[src/rtl/itimer_pkg.sv]
package itimer_pkg;
  localparam int DATA_W = 16;
  localparam int ADDR_W = 3;
  localparam int PRE_W  = 4;

  localparam logic [ADDR_W-1:0] OFF_CTL = 3'd0;
  localparam logic [ADDR_W-1:0] OFF_MOD = 3'd2;
  localparam logic [ADDR_W-1:0] OFF_CNT = 3'd4;

  // Bit positions in the control word; software decodes these.
  localparam int B_RUN  = 0;
  localparam int B_FULL = 1;
  localparam int B_FLAG = 2;
  localparam int B_IEN  = 3;
  localparam int B_OVW  = 4;
  localparam int B_DBG  = 5;
  localparam int B_DOZE = 6;
  localparam int B_PRE  = 8;

  typedef struct packed {
    logic [PRE_W-1:0] pre;
    logic             doze;
    logic             dbg;
    logic             ovw;
    logic             ien;
    logic             full;
    logic             run;
  } ctrl_t;

  function automatic ctrl_t unpack_ctrl(input logic [DATA_W-1:0] w);
    ctrl_t c;
    c.pre  = w[B_PRE +: PRE_W];
    c.doze = w[B_DOZE];
    c.dbg  = w[B_DBG];
    c.ovw  = w[B_OVW];
    c.ien  = w[B_IEN];
    c.full = w[B_FULL];
    c.run  = w[B_RUN];
    return c;
  endfunction

  function automatic logic [DATA_W-1:0] pack_ctrl(input ctrl_t c, input logic flag);
    logic [DATA_W-1:0] w;
    w = '0;
    w[B_PRE +: PRE_W] = c.pre;
    w[B_DOZE] = c.doze;
    w[B_DBG]  = c.dbg;
    w[B_OVW]  = c.ovw;
    w[B_IEN]  = c.ien;
    w[B_FLAG] = flag;
    w[B_FULL] = c.full;
    w[B_RUN]  = c.run;
    return w;
  endfunction
endpackage

[src/rtl/itimer_regs.sv]
module itimer_regs
  import itimer_pkg::*;
#(
  parameter int CNT_W = 16
) (
  input  logic              clk,
  input  logic              rst_n,
  input  logic              wr,
  input  logic [ADDR_W-1:0] addr,
  input  logic [DATA_W-1:0] wdata,
  input  logic              expire,
  output ctrl_t             cfg_o,
  output logic [CNT_W-1:0]  mod_o,
  output logic              flag_o,
  output logic              load_o,
  output logic [CNT_W-1:0]  load_val_o
);
  localparam logic [CNT_W-1:0] FULL_SCALE = {CNT_W{1'b1}};

  ctrl_t            cfg_q, cfg_d, cfg_new;
  logic [CNT_W-1:0] mod_q, mod_d;
  logic             flag_q, flag_d;
  logic             wr_ctl, wr_mod, restart, ovw_load, clr_req;

  always_comb begin
    wr_ctl  = wr && (addr == OFF_CTL);
    wr_mod  = wr && (addr == OFF_MOD);
    cfg_new = unpack_ctrl(wdata);
    restart = wr_ctl &&
              ({cfg_new.pre, cfg_new.doze, cfg_new.dbg, cfg_new.ovw, cfg_new.full, cfg_new.run} !=
               {cfg_q.pre,   cfg_q.doze,   cfg_q.dbg,   cfg_q.ovw,   cfg_q.full,   cfg_q.run});
    ovw_load = wr_mod && cfg_q.ovw;
    clr_req  = wr_mod || (wr_ctl && wdata[B_FLAG]);

    cfg_d  = wr_ctl ? cfg_new : cfg_q;
    mod_d  = wr_mod ? wdata[CNT_W-1:0] : mod_q;
    flag_d = expire ? 1'b1 : (clr_req ? 1'b0 : flag_q);

    load_o = restart || ovw_load;
    if (restart)
      load_val_o = cfg_new.full ? FULL_SCALE : mod_q;
    else
      load_val_o = cfg_q.full ? FULL_SCALE : wdata[CNT_W-1:0];
  end

  always_ff @(posedge clk or negedge rst_n) begin
    if (!rst_n) begin
      cfg_q  <= '0;
      mod_q  <= '0;
      flag_q <= 1'b0;
    end else begin
      cfg_q  <= cfg_d;
      mod_q  <= mod_d;
      flag_q <= flag_d;
    end
  end

  assign cfg_o  = cfg_q;
  assign mod_o  = mod_q;
  assign flag_o = flag_q;
endmodule

[src/rtl/itimer_prescale.sv]
module itimer_prescale
  import itimer_pkg::*;
#(
  parameter int SEL_W = PRE_W
) (
  input  logic             clk,
  input  logic             rst_n,
  input  logic             run,
  input  logic             clear,
  input  logic [SEL_W-1:0] sel,
  output logic             tick,
  output logic [(1<<SEL_W)-1:0] div_o
);
  localparam int DIV_W = 1 << SEL_W;

  logic [DIV_W-1:0] div_q, div_d, term;

  // Terminal value 2^(sel+1)-1: bits 0..sel set.
  always_comb begin
    for (int i = 0; i < DIV_W; i++)
      term[i] = (i <= int'(sel));
  end

  always_comb begin
    tick  = run && (div_q == term);
    div_d = div_q;
    if (clear)
      div_d = '0;
    else if (run)
      div_d = tick ? '0 : div_q + 1'b1;
  end

  always_ff @(posedge clk or negedge rst_n) begin
    if (!rst_n) div_q <= '0;
    else        div_q <= div_d;
  end

  assign div_o = div_q;
endmodule

[src/rtl/itimer_counter.sv]
module itimer_counter #(
  parameter int CNT_W = 16
) (
  input  logic             clk,
  input  logic             rst_n,
  input  logic             run,
  input  logic             tick,
  input  logic             full,
  input  logic [CNT_W-1:0] mod,
  input  logic             load,
  input  logic [CNT_W-1:0] load_val,
  output logic [CNT_W-1:0] cnt_o,
  output logic             expire
);
  localparam logic [CNT_W-1:0] FULL_SCALE = {CNT_W{1'b1}};

  logic [CNT_W-1:0] cnt_q, cnt_d, limit;
  logic             step, at_zero;

  always_comb begin
    limit   = full ? FULL_SCALE : mod;
    at_zero = (cnt_q == '0);
    step    = run && tick && !load;
    expire  = step && at_zero;
    cnt_d   = cnt_q;
    if (load)
      cnt_d = load_val;
    else if (step)
      cnt_d = at_zero ? limit : cnt_q - 1'b1;
  end

  always_ff @(posedge clk or negedge rst_n) begin
    if (!rst_n) cnt_q <= FULL_SCALE;
    else        cnt_q <= cnt_d;
  end

  assign cnt_o = cnt_q;
endmodule

[src/rtl/interval_timer.sv]
module interval_timer
  import itimer_pkg::*;
#(
  parameter int CNT_W = 16
) (
  input  logic              clk,
  input  logic              rst_n,
  input  logic [ADDR_W-1:0] bus_addr,
  input  logic              bus_wr,
  input  logic              bus_rd,
  input  logic [DATA_W-1:0] bus_wdata,
  output logic [DATA_W-1:0] bus_rdata,
  output logic              irq
);
  localparam int DIV_W = 1 << PRE_W;

  logic [1:0]        rs_q;
  logic              rst_n_int;
  ctrl_t             cfg;
  logic [CNT_W-1:0]  mod, cnt_q, load_val;
  logic              flag, load, tick, expire;
  logic [DIV_W-1:0]  div_q;
  logic [DATA_W-1:0] rdata_q, rdata_d, rd_mux;

  // Reset asserts at once and releases on a clock edge.
  always_ff @(posedge clk or negedge rst_n) begin
    if (!rst_n) rs_q <= 2'b00;
    else        rs_q <= {rs_q[0], 1'b1};
  end
  assign rst_n_int = rs_q[1];

  itimer_regs #(.CNT_W(CNT_W)) u_regs (
    .clk        (clk),
    .rst_n      (rst_n_int),
    .wr         (bus_wr),
    .addr       (bus_addr),
    .wdata      (bus_wdata),
    .expire     (expire),
    .cfg_o      (cfg),
    .mod_o      (mod),
    .flag_o     (flag),
    .load_o     (load),
    .load_val_o (load_val)
  );

  itimer_prescale #(.SEL_W(PRE_W)) u_pre (
    .clk   (clk),
    .rst_n (rst_n_int),
    .run   (cfg.run),
    .clear (load),
    .sel   (cfg.pre),
    .tick  (tick),
    .div_o (div_q)
  );

  itimer_counter #(.CNT_W(CNT_W)) u_cnt (
    .clk      (clk),
    .rst_n    (rst_n_int),
    .run      (cfg.run),
    .tick     (tick),
    .full     (cfg.full),
    .mod      (mod),
    .load     (load),
    .load_val (load_val),
    .cnt_o    (cnt_q),
    .expire   (expire)
  );

  always_comb begin
    rd_mux = '0;
    case (bus_addr)
      OFF_CTL: rd_mux = pack_ctrl(cfg, flag);
      OFF_MOD: rd_mux = DATA_W'(mod);
      OFF_CNT: rd_mux = DATA_W'(cnt_q);
      default: rd_mux = '0;
    endcase
    rdata_d = bus_rd ? rd_mux : rdata_q;
  end

  always_ff @(posedge clk or negedge rst_n_int) begin
    if (!rst_n_int) rdata_q <= '0;
    else            rdata_q <= rdata_d;
  end

  assign bus_rdata = rdata_q;
  assign irq       = flag & cfg.ien;
endmodule

[config.mk]
export PLATFORM = sky130hd
export DESIGN_NAME = interval_timer
export DESIGN_NICKNAME = d
export VERILOG_FILES = /design/src/rtl/itimer_pkg.sv /design/src/rtl/itimer_regs.sv /design/src/rtl/itimer_prescale.sv /design/src/rtl/itimer_counter.sv /design/src/rtl/interval_timer.sv
export SDC_FILE = /design/constraint.sdc
export NUM_CORES = 1
export LEC_CHECK = 0
export ABC_CLOCK_PERIOD_IN_PS = 2600
export BUFFER_PORTS_ARGS = -buffer_cell sky130_fd_sc_hd__buf_2
export CAP_MARGIN = 20
export CORE_MARGIN = 1
export CORE_UTILIZATION = 55
export DETAILED_ROUTE_END_ITERATION = 10
export GPL_ROUTABILITY_DRIVEN = 0
export PLACE_DENSITY = 0.85
export REMOVE_ABC_BUFFERS = 1
export SYNTH_ARGS = -nofsm -noshare
export SYNTH_HDL_FRONTEND = slang
export SYNTH_SLANG_ARGS = --single-unit
[constraint.sdc]
create_clock -name clk -period 2.6 [get_ports clk]
set_clock_uncertainty 0.2 [all_clocks]
set_input_delay 0.39 -clock clk [delete_from_list [all_inputs] [get_ports clk]]
set_output_delay 0.39 -clock clk [all_outputs]
set_load 0.05 [all_outputs]
# Word-level counts from Yosys, hierarchy flattened
# Index checks and enable logic that the tools add are counted.
# Widths: inputs -> output; s select.
[word_totals] reg_bits=77 output_inout_bits=17
[classes] add_sub_neg=2 magnitude_cmp=15 eq_ne=4 muxes=13 n_bitwise=1 reduce_logical=17
[op_table] cell="$mux 16" count=10
[op_table] cell="$pmux 16 s3" count=1
[op_table] cell="$le 4x4->1 const A" count=8
[op_table] cell="$add 16x1->16 const B" count=1
[op_table] cell="$eq 16x16->1" count=1
[op_table] cell="$le 3x4->1 const A" count=4
[op_table] cell="$logic_not 16->1" count=1
[op_table] cell="$sub 16x1->16 const B" count=1
[op_table] cell="$logic_and 1x1->1" count=9
[op_table] cell="$ne 9x9->1" count=1
[op_table] cell="$le 2x4->1 const A" count=2
[op_table] cell="$reduce_bool 2->1" count=3
[op_table] cell="$le 1x4->1 const A" count=1
[op_table] cell="$eq 3x2->1 const B" count=1
[op_table] cell="$eq 3x3->1 const B" count=1
[op_table] cell="$logic_not 3->1" count=1
[op_table] cell="$logic_or 1x1->1" count=2
[op_table] cell="$mux 1" count=2
[op_table] cell="$and 1x1->1" count=1
[op_table] cell="$logic_not 1->1" count=1

# Depth between registers and ports, before layout
# Gate-level depths: netlist of the first run.
[depth] depth_word=8 mapped_depth=12

# Cells and area by module
# From an unflattened synthesis of the first run, not the netlist that was laid out.
[unflattened] hier_cells=522 area_unflattened_um2=5043.6
[modules_own_cells] mod="itimer_regs" instances=1 cells_per_inst=104 area_each_um2=1395.1 seq_area_each_um2=675.6
[modules_own_cells] mod="itimer_counter" instances=1 cells_per_inst=167 area_each_um2=1363.8 seq_area_each_um2=420.4
[modules_own_cells] mod="itimer_prescale" instances=1 cells_per_inst=148 area_each_um2=1172.4 seq_area_each_um2=400.4
[modules_own_cells] mod="interval_timer" instances=1 cells_per_inst=103 area_each_um2=1112.3 seq_area_each_um2=450.4

# Least setup slack after synthesis of the first run
# OpenSTA, ideal clock, no wires.
[synth_timing] path_type="input-to-reg" from="in bus_wdata[1]" to="reg u_pre.div_q[10] (netlist: u_pre.div_o[10])" setup_time_ns=0.064 arrival_time_ns=2.636 t_required_ns=2.336 path_slack_ns=-0.300 stages=11 path_buffers=4 path_cell_list="clkbuf_1 > clkbuf_1 > inv_1 > ha_1 > o41ai_2 > and2_1 > buf_2 > buf_1 > nand3_1 > a21oi_1 > a21o_1"
[synth_between] elab_chain_cells=4 elab_cells_between_ends=5 cone_classes="1 x eq/ne; 1 x mux; 3 x reduce/logical"
[synth_rtl] element="from (decl)" line="interval_timer.sv:11" rtl="input logic [DATA_W-1:0] bus_wdata,"
[synth_rtl] element="$ne 9x9->1 *" line="itimer_regs.sv:30" rtl="({cfg_new.pre, cfg_new.doze, cfg_new.dbg, cfg_new.ovw, cfg_new.full, cfg_new.run} !="
[synth_rtl] element="$logic_and 1x1->1 *" line="itimer_regs.sv:29" rtl="restart = wr_ctl &&"
[synth_rtl] element="$logic_or 1x1->1 *" line="itimer_regs.sv:39" rtl="load_o = restart || ovw_load;"
[synth_rtl] element="$mux 16 or $reduce_bool 2->1 (tied branches)"
[synth_rtl] element="to (signal assigned)" line="itimer_prescale.sv:35" rtl="else div_q <= div_d;"
[synth_rtl] element="to (decl)" line="itimer_prescale.sv:16" rtl="logic [DIV_W-1:0] div_q, div_d, term;"
# Mark *: on every way between the ends. The rest lies on a longest branch, timed or not.
# A chain may end at the register's enable or synchronous reset.

# Final worst setup path of the first run
[layout_timing] from="reg u_regs.cfg_q, in the netlist u_regs.cfg_o[7]" to="reg u_pre.div_q[5] (netlist: u_pre.div_o[5])"
[layout_between] elab_chain_cells=6 elab_cells_between_ends=24 cone_classes="15 x order compare; 2 x eq/ne; 3 x mux; 4 x reduce/logical"
[layout_rtl] element="from (decl)" line="itimer_regs.sv:20" rtl="ctrl_t cfg_q, cfg_d, cfg_new;"
[layout_rtl] element="from (signal assigned)" line="itimer_regs.sv:52" rtl="cfg_q <= cfg_d;"
[layout_rtl] element="$le 1x4->1, or another cell as far along" line="itimer_prescale.sv:21" rtl="term[i] = (i <= int'(sel));"
[layout_rtl] element="$eq 16x16->1" line="itimer_prescale.sv:25" rtl="tick = run && (div_q == term);"
[layout_rtl] element="$logic_and 1x1->1" line="itimer_prescale.sv:25"
[layout_rtl] element="$mux 16" line="itimer_prescale.sv:30" rtl="div_d = tick ? '0 : div_q + 1'b1;"
[layout_rtl] element="$mux 16" line="itimer_prescale.sv:29" rtl="else if (run)"
[layout_rtl] element="$mux 16" line="itimer_prescale.sv:27" rtl="if (clear)"
# Several ways; a longest one is shown, not always the timed one. The select of a mux whose other input is x is not followed.

==> flow_metrics.tcl, run 1 <==
set metrics [dict create \
    rr_endpoint "u_pre.div_o[5]" \
    peakVddDrop_mv 0.444 \
    violations "negative setup slack" \
    grt_max_degree 45 \
    synthCells 535 \
    route.detailed.drc 0 \
    path_clk_slew_ps 80 \
    ys_seq_area_share_pct 40.5 \
    cp.arrival_ps 2660 \
    ys.flop_type "dfrtp_1" \
    rrSetupSlack_ps -30 \
    required_ps 2630 \
    n_antenna_cell 0 \
    period_needed_ps 2630 \
    async_reset_ff_share_pct 100 \
    final_nets 618 \
    portBuffers 39 \
    layout-drive-gt1-share_pct 29.7 \
    post-dp-hpwl_mm 9.28 \
    numCtsBuffers 9 \
    root_buffer "clkbuf_8" \
    pre_cts_ws_ps -140 \
    cts_tree "done" \
    post_drt_wl_per_cell_um 20.3 \
    top_layer "met4" \
    m1WireLength_mm 5.57 \
    start_util_pct 57.6 \
    slew_viol_final 0 \
    rows 33 \
    dieArea_um2 9120 \
    htreeDepth 3 \
    first_iter_violations 655 \
    outcome "finished, violations left" \
    rsz0062_at_grt "yes" \
    hold_class "input port to flop" \
    synth_edf_count 0 \
    setup_violations 6 \
    tightestPinTransition_ps 730 \
    synthAdderAreaFrac_pct 1.04 \
    vias_per_cell 6.67 \
    ys_warn_count 0 \
    yosys.area_share.simple_pct 16.4 \
    route.met2.wl_mm 6.57 \
    clock_latency_ps 360 \
    fin_crit_sh_pct 101 \
    drv_cap 0 \
    muxShareOfSynthArea_pct 9.11 \
    crit_path_start_kind "flop" \
    final_cell_mix "dfrtp_1, nor2_1, o21ai_0, buf_2, buf_4" \
    core_um2 8340 \
    endpoint "u_pre.div_o[5]" \
    path_class "flop to flop" \
    netlist_area_um2 4810 \
    cts_buffer_depth 2 \
    grt_pass1_wl_mm 20.9 \
    fin_setup_tns_ps -61.2 \
    final.setup.worst_slack_ps -27.4 \
    grt_overflow_total 0 \
    cts.sinks 77 \
    first_pass_iters 5 \
    met3WireLength_mm 1.55 \
    finalWirelength_mm 14.2 \
    fmax_ghz 0.381 \
    leakage_nw 2.44 \
    endpoint_kind "flop" \
    final_common_cell "dfrtp_1" \
    synth-compound-area-share_pct 20.4 \
    grt_pass1_vias 4223 \
    ys_ff_latch 77 \
    synth_cell_type_count 65 \
    synth_top_family_by_area "compound AO/OA/AOI/OAI gates" \
    via_count 4676 \
    die_x_um 95.5 \
    r2r_cells 10 \
    die_h_um 95.5 \
    report.final.hold_viol_count 0 \
    top_level_ports 40 \
    r2r-start "u_regs.cfg_o[7]" \
    relSlewSlack_pct 51.3 \
    powerDensity_nw_per_um2 791 \
    critPathLaunch "u_regs.cfg_o[7]" \
    worstPathMaxFanout 5 \
    grt.total_usage_pct 30.3 \
    antenna_found_initial 0 \
    synthXorXnorAreaFrac_pct 5.47 \
    syn2layout_area_growth_pct 19.4 \
    ant_nets 0 \
    syn_avg_cell_area_um2 8.99 \
]
-- registers in the layout, summed over array words and instances, names as in the netlist --
register and cells:
u_regs.flag_o 1, u_regs.mod_o 16, u_cnt.cnt_o 16, rs_q 2, u_pre.div_o 16, bus_rdata 16, u_regs.cfg_o 10
-- report_power, final --
| group | total, W | internal [W] | switching, W |
|---|---|---|---|
| combinational | 0.00168 | 0.000776 | 0.000904 |
| clock | 0.000943 | 0.000494 | 0.000450 |
| sequential | 0.00192 | 0.00152 | 0.000395 |
-- cell families after synthesis --
| group | after synthesis |
|---|---|
| adder cells (fa/ha/maj) | 4 |
| AND/OR/NAND/NOR | 152 |
| flip-flops | 77 |
| AO/OA/AOI/OAI | 152 |
| other | 1 |
| buffers and inverters | 79 |
| multiplexers | 40 |
| XOR/XNOR | 30 |
-- layer usage --
metal / track usage, % / vias to the layer above
li1: - / 2043
met1: 41.5 / 2215
met2: 47.0 / 346
met3: 4.63 / 72
met4: 13.9 / 0
met5: 0 / -
-- worst max-delay path, stage by stage, from the launching register on --
cell and delay (ps):
dfrtp_2 490, buf_6 150, o211ai_1 220, nor4bb_4 280
o32ai_2 140, a211oi_2 170, o2111a_1 240, buf_4 120
buf_6 110, nor2_4 50, a221o_1 340
-- cell usage after synthesis (all sizes together), types with 6 or more instances --
library cell	number	area (um^2)
a21oi	30	150
a22oi	7	52.6
a31oi	8	50.1
and3	8	50.1
buf	22	124
clkbuf	23	86.3
dfrtp	61	1530
dfstp	16	420
inv	33	124
mux2	27	308
mux2i	13	130
nand2	26	97.6
nand2b	7	51.3
nand3	12	60.1
nand4	7	43.8
nor2	49	184
nor3	15	80.1
nor4	6	52.6
o211ai	9	67.6
o21ai	40	200
o22ai	22	138
xnor2	18	158
xor2	12	105
-- per-stage QoR --
stage	cells	cell area (um^2)	util, %	power (W)	hold WS, ps
floorplan	490	4600	-	0.00283	-106
finish	701	5740	68.8	0.00454	77.4
global route	701	5740	68.8	0.00475	81.7
global placement	674	5260	63.1	0.00329	-24.3
CTS	691	5510	66.1	0.00434	76.4
detailed placement	674	5260	63.1	0.00338	-22.8
-- area by class of cell --
class,count,area (um^2)
Tap cell,105,131
Clock inverter,4,47.5
Fill cell,592,2600
Multi-Input combinational cell,379,2650
Inverter,34,129
Clock buffer,12,155
Timing Repair Buffer,90,679
Sequential cell,77,1950
-- how the worst min path moves through the flow --
stage                  start               end  slack [ps]  depth (start not counted)
2_1_floorplan          rst_n           rs_q[0]        -110                          0
3_3_place_gp           rst_n           rs_q[0]         -20                          1
3_5_place_dp           rst_n           rs_q[0]         -20                          1
4_1_cts        bus_wdata[12]  u_regs.mod_o[12]          80                          2
5_1_grt        bus_wdata[15]  u_regs.mod_o[15]          80                          2
6_report       bus_wdata[15]  u_regs.mod_o[15]          80                          2
-- what timing repair did --
| item | CTS | global route |
|---|---|---|
| buffers inserted | 0 | 8 |
| hold endpoints to repair | 2 | 0 |
| hold buffers | 1 | 0 |
| resized for setup | 11 | 26 |
| pin swaps | 3 | 4 |
| gates cloned | 0 | 2 |
| endpoints found under the setup margin | 17 | 20 |
(Power assumes the default switching activity.)
==> run 2, diff against run 1 <==
Settings changed: CORE_UTILIZATION 55 to 40, PLACE_DENSITY 0.85 to 0.67.
==> run 2 against run 1 <==
- the flow finishes with violations (design-rule violations)
- count of clock-buffer cells in the layout fell by 1
- wire length is 5.5% lower
- final area rose by 1.9%
- core utilization decreased by 18 points
- global-route usage is 8.1 points lower
- critical endpoint is now u_pre.div_o[10]
- largest power group unchanged
==> flow_metrics.tcl, run 2 (same netlist as run 1, synthesis figures left out) <==
set metrics [dict create \
    outcome "finished, violations left" \
    violations "design-rule violations" \
    first_pass_iters 8 \
    grt_overflow_total 0 \
    p_total_w 0.00485 \
    stdcell_area_um2 5850 \
    cts_tree "done" \
    finalWirelength_mm 13.4 \
    cp.arrival_ps 2670 \
    hold_path_depth 2 \
    grt.total_usage_pct 22.2 \
    vias_per_cell 5.80 \
    setup_violations 0 \
    fin_crit_sh_pct 99.5 \
    core_um2 11600 \
    via_count 4303 \
    tightestPinTransition_ps 584 \
    grt_pass1_vias 4244 \
    final.setup.worst_slack_ps 12.7 \
    hold_class "input port to flop" \
    grt_pass1_wl_mm 21.9 \
    portBuffers 39 \
    report.final.hold_viol_count 0 \
    final_nets 621 \
    seq_area_um2 1960 \
    r2r-start "u_regs.cfg_o[8]" \
    drv_cap 0 \
    root_buffer "clkbuf_16" \
    pre_cts_ws_ps -84.2 \
    crit_path_start_kind "flop" \
    worstPathMaxFanout 8 \
    relSlewSlack_pct 61.1 \
    post_drt_wl_per_cell_um 18.1 \
    grt_max_degree 44 \
    die_h_um 112 \
    worstHoldStart "bus_wdata[14]" \
    ant_nets 0 \
    die_x_um 112 \
    first_iter_violations 365 \
    critPathLaunch "u_regs.cfg_o[8]" \
    slew_viol_final 0 \
    holdWs_ps 93.8 \
    period_needed_ps 2590 \
    fillCellCount 1071 \
    leakage_nw 2.48 \
    route.detailed.drc 2 \
    cts_buffer_depth 2 \
    n_antenna_cell 0 \
    clock_latency_ps 340 \
    layout-drive-gt1-share_pct 29.7 \
    antenna_found_initial 0 \
    endpoint_kind "flop" \
    peakVddDrop_mv 0.344 \
    post-dp-hpwl_mm 9.31 \
    powerDensity_nw_per_um2 828 \
    final_cell_mix "dfrtp_1, buf_4, nor2_1" \
    final_common_cell "dfrtp_1" \
    top_level_ports 40 \
    path_clk_slew_ps 60 \
    htreeDepth 3 \
    required_ps 2680 \
    rows 39 \
    place_area_um2 5340 \
    path_class "flop to flop" \
    multiInputGateArea_um2 2630 \
    dieArea_um2 12500 \
    numCtsBuffers 9 \
    rsz0062_at_grt "yes" \
    cts.sinks 77 \
    start_util_pct 41.6 \
    syn2layout_area_growth_pct 21.7 \
    r2r_cells 8 \
    fmax_ghz 0.387 \
]
[run 2: cell count changes in the layout (fill, tap and decap cells not counted), sizes merged]
| cell | delta |
|---|---|
| clkbuf | -3 |
| buf | +5 |
| bufinv | +1 |
[run 2: worst max-delay path: stages, from the launching register on]
cell and delay [ps]:
dfrtp_2 470, buf_4 190, xnor2_2 160, nand4_1 160, o41ai_4 430, nand2_2 150, or4_1 540, a21oi_2 140
a21o_1 90
[run 2: repair_timing]
item,4_1_cts,5_1_grt
setup buffers,1,8
pin swaps,2,14
resized for setup,10,18
hold buffers,1,0
endpoints found under the setup margin,14,27
hold endpoints to repair,2,0
[run 2: final timing paths]
kind	endpoint	slack, ps
min in group asynchronous	u_pre.div_o[3]	130
max in group asynchronous	u_cnt.cnt_o[13]	1430
hold reg to reg	u_pre.div_o[3]	130
setup / recovery	u_pre.div_o[10]	10
hold / removal	u_regs.mod_o[14]	90
setup reg to reg	u_pre.div_o[10]	10
[run 2: power by group]
part           internal, W  leakage, nW  total [W]  switching [W]
sequential         0.00153        0.938    0.00191       0.000378
combinational     0.000773         1.39    0.00160       0.000823
clock             0.000844        0.150    0.00134       0.000500
[run 2: cell type report]
type | instances | area share [%]
multi-input combinational | 379 | 44.9
clock buffer | 11 | 3.98
clock inverter | 5 | 1.45
inverter | 34 | 2.20
sequential | 77 | 33.4
tap | 143 | 3.06
timing repair buffer | 93 | 11.0
[run 2: per-layer routing]
metal  up-vias  part of all wire (%)  global-route usage [%]
met3        19                   6.6                    3.81
met5         -                     0                       0
li1       2044                     -                       -
met1      2073                    44                    30.6
met2       167                    47                    34.3
met4         0                   1.8                    9.28
[run 2: through the flow]
step	util [%]	cells	setup TNS, ps
after global routing	50.6	742	-181
after detailed placement	46.2	716	-490
after CTS	49.5	734	0
final	50.6	742	0
after floorplan	-	490	-35480
after global placement	46.2	716	0
==> run 3, diff against run 2 <==
Settings changed: SYNTH_HIERARCHICAL set to 1.
==> run 3 against run 2 <==
- the flow finishes with violations (negative setup slack)
- hold slack lost 4.6 ps
- global-route usage is 0.79 points higher
- count of clock-buffer cells in the layout down 1
- worst setup slack got worse by 400 ps
- final area up 7.7%
- cell count rose by 5.1%
- power shrank 7.1%
- core utilization is 1.2 points higher
- combinational power shrank 5%
- via count rose by 3.1%
- sequential power down 6%
- die area increased by 4.8%
- critical path type unchanged
- critical endpoint is now u_cnt/cnt_o[14]
- largest cell class unchanged
- largest power group unchanged
- highest routed layer unchanged
==> flow_metrics.tcl, run 3 <==
set metrics [dict create \
    ys_warn_count 6 \
    yosys.area.top_type "dfrtp_1" \
    leakage_nw 2.59 \
    worstHoldStart "bus_wdata[14]" \
    finalWirelength_mm 13.9 \
    vias_per_cell 5.69 \
    setup_violations 32 \
    first_pass_iters 5 \
    cts_tree "done" \
    route.detailed.drc 0 \
    synth_edf_count 0 \
    grt.total_usage_pct 23.0 \
    path_clk_slew_ps 60 \
    yosysMostFrequentCell "dfrtp_1" \
    rsz0062_at_grt "yes" \
    netlist_top_cells_count "dfrtp_1, nand2_1, nor2_1, inv_1, mux2_2" \
    critPathLaunch "u_regs/cfg_o[7]" \
    grt_overflow_total 0 \
    endpoint_kind "flop" \
    layout-drive-gt1-share_pct 38.6 \
    final_cell_mix "dfrtp_1, buf_4, nand2_1" \
    max_stage_delay_ps 510 \
    syn2layout_area_growth_pct 24.9 \
    post-dp-hpwl_mm 9.71 \
    cts_buffer_depth 2 \
    fin_util_pct 51.8 \
    report.final.hold_viol_count 0 \
    rows 40 \
    antenna_found_initial 0 \
    worst-path-buf-inv 3 \
    ys.flop_type "dfrtp_1" \
    cts.sinks 77 \
    core_um2 12200 \
    ant_nets 0 \
    relSlewSlack_pct 60.7 \
    worstPathMaxFanout 3 \
    fin_setup_tns_ps -8670 \
    place_area_um2 5680 \
    stdcell_area_um2 6300 \
    yosysTopAreaCellShare_pct 30.3 \
    grt_max_degree 40 \
    portBuffers 39 \
    powerDensity_nw_per_um2 715 \
    hold_class "input port to flop" \
    syn_avg_cell_area_um2 9.66 \
    r2r-start "u_regs/cfg_o[7]" \
    crit_slowest_cell "or4_4" \
    fin_crit_sh_pct 115 \
    p_total_w 0.00450 \
    fmax_ghz 0.335 \
    synth_cell_type_count 72 \
    final.setup.worst_slack_ps -388 \
    dieArea_um2 13100 \
    first_iter_violations 280 \
    top_level_ports 40 \
    synthCells 522 \
    violations "negative setup slack" \
    peakVddDrop_mv 0.417 \
    crit_path_start_kind "flop" \
    netlist_area_um2 5040 \
    post_drt_wl_per_cell_um 17.8 \
    clock_latency_ps 350 \
    die_x_um 114 \
    path_class "flop to flop" \
    grt_pass1_vias 4637 \
    path_delay_family "simple AND/OR/NAND/NOR gates" \
    period_needed_ps 2990 \
    start_util_pct 41.5 \
    async_reset_ff_share_pct 100 \
    tightestPinTransition_ps 585 \
    crit_top_cell "buf_4" \
    cp.arrival_ps 3060 \
    die_h_um 114 \
    final_common_cell "dfrtp_1" \
    htreeDepth 3 \
    grt_pass1_wl_mm 23.4 \
    numCtsBuffers 9 \
    dp.cells 753 \
    ys_seq_area_share_pct 38.6 \
    root_buffer "clkbuf_16" \
    drv_cap 0 \
    required_ps 2670 \
    slew_viol_final 0 \
    outcome "finished, violations left" \
    layoutNonFillerInstCount 780 \
    final_nets 634 \
    via_count 4437 \
    ys_ff_latch 77 \
    n_antenna_cell 0 \
    path_cells "buf_6 > buf_4 > nand3_1 > nor2_1 > or4_4 > nand2b_4 > nor4b_4 > buf_4 > and2_4 > nand4_1 > o21a_1 > a311oi_2 > a21oi_1" \
    yosys-top-cells-area "dfrtp_1, dfstp_2, mux2_2" \
]
==> run 3: worst reg2reg max path, cell delays in order (launching register included) <==
cell	delay [ps]
dfrtp_1	420
buf_6	140
buf_4	130
nand3_1	100
nor2_1	50
or4_4	510
nand2b_4	160
nor4b_4	260
buf_4	150
and2_4	150
nand4_1	120
o21a_1	230
a311oi_2	220
a21oi_1	60
==> run 3: area by class of cell <==
type / instances / area (um^2)
fill: 1134 / 5860
multi-input combinational: 382 / 2980
sequential: 77 / 1950
timing repair buffer: 106 / 767
clock buffer: 10 / 229
tap: 168 / 210
inverter: 31 / 119
clock inverter: 6 / 46.3
==> run 3: where the power goes <==
part	total, W	switching (W)	internal (W)
registers	0.00180	0.000326	0.00147
clock network	0.00118	0.000531	0.000653
logic	0.00152	0.000800	0.000721
==> run 3: logic make-up (layout without fill, tap and decap cells) <==
group / Yosys count / after routing / share of synthesized area, %
adder cells (fa/ha/maj): 4 / 4 / 0.992
multiplexers: 37 / 37 / 7.96
other: 1 / 1 / 0.0744
buffers and inverters: 64 / 153 / 6.70
XOR/XNOR: 24 / 24 / 4.17
AO/OA/AOI/OAI: 137 / 137 / 20.6
flip-flops: 77 / 77 / 38.6
AND/OR/NAND/NOR: 178 / 179 / 20.9
==> run 3: metrics by stage <==
step	hold slack (ps)	setup WS, ps
floorplan	-106	-1410
global placement	-24.7	-450
detailed placement	-24.2	-505
CTS	77.7	-334
global route	96.8	-511
finish	89.3	-388
==> run 3: timing repair <==
item	CTS	global route
resized for setup	23	43
pin swaps	19	7
hold buffers	1	0
endpoints found under the setup margin	28	32
gates cloned	1	1
endpoints found under the hold margin	2	0
buffers inserted	5	3
==> run 3: worst paths after layout <==
kind | slack, ps | cells past startpoint | end
max | -390 | 13 | u_cnt/cnt_o[14]
min | 90 | 2 | u_regs/mod_o[14]
max reg2reg | -390 | 13 | u_cnt/cnt_o[14]
min reg2reg | 100 | 0 | bus_rdata[5]
max in group asynchronous | 1450 | 1 | u_cnt/cnt_o[9]
min in group asynchronous | 100 | 0 | bus_rdata[5]
==> run 3: per-layer routing <==
metal  vias up  part of all wire (%)  track usage, %
met2       137                    51            39.8
li1       2096                     -               -
met3        29                   4.3            5.40
met4         0                   2.3            8.74
met5         -                     0               0
met1      2175                    42            27.5
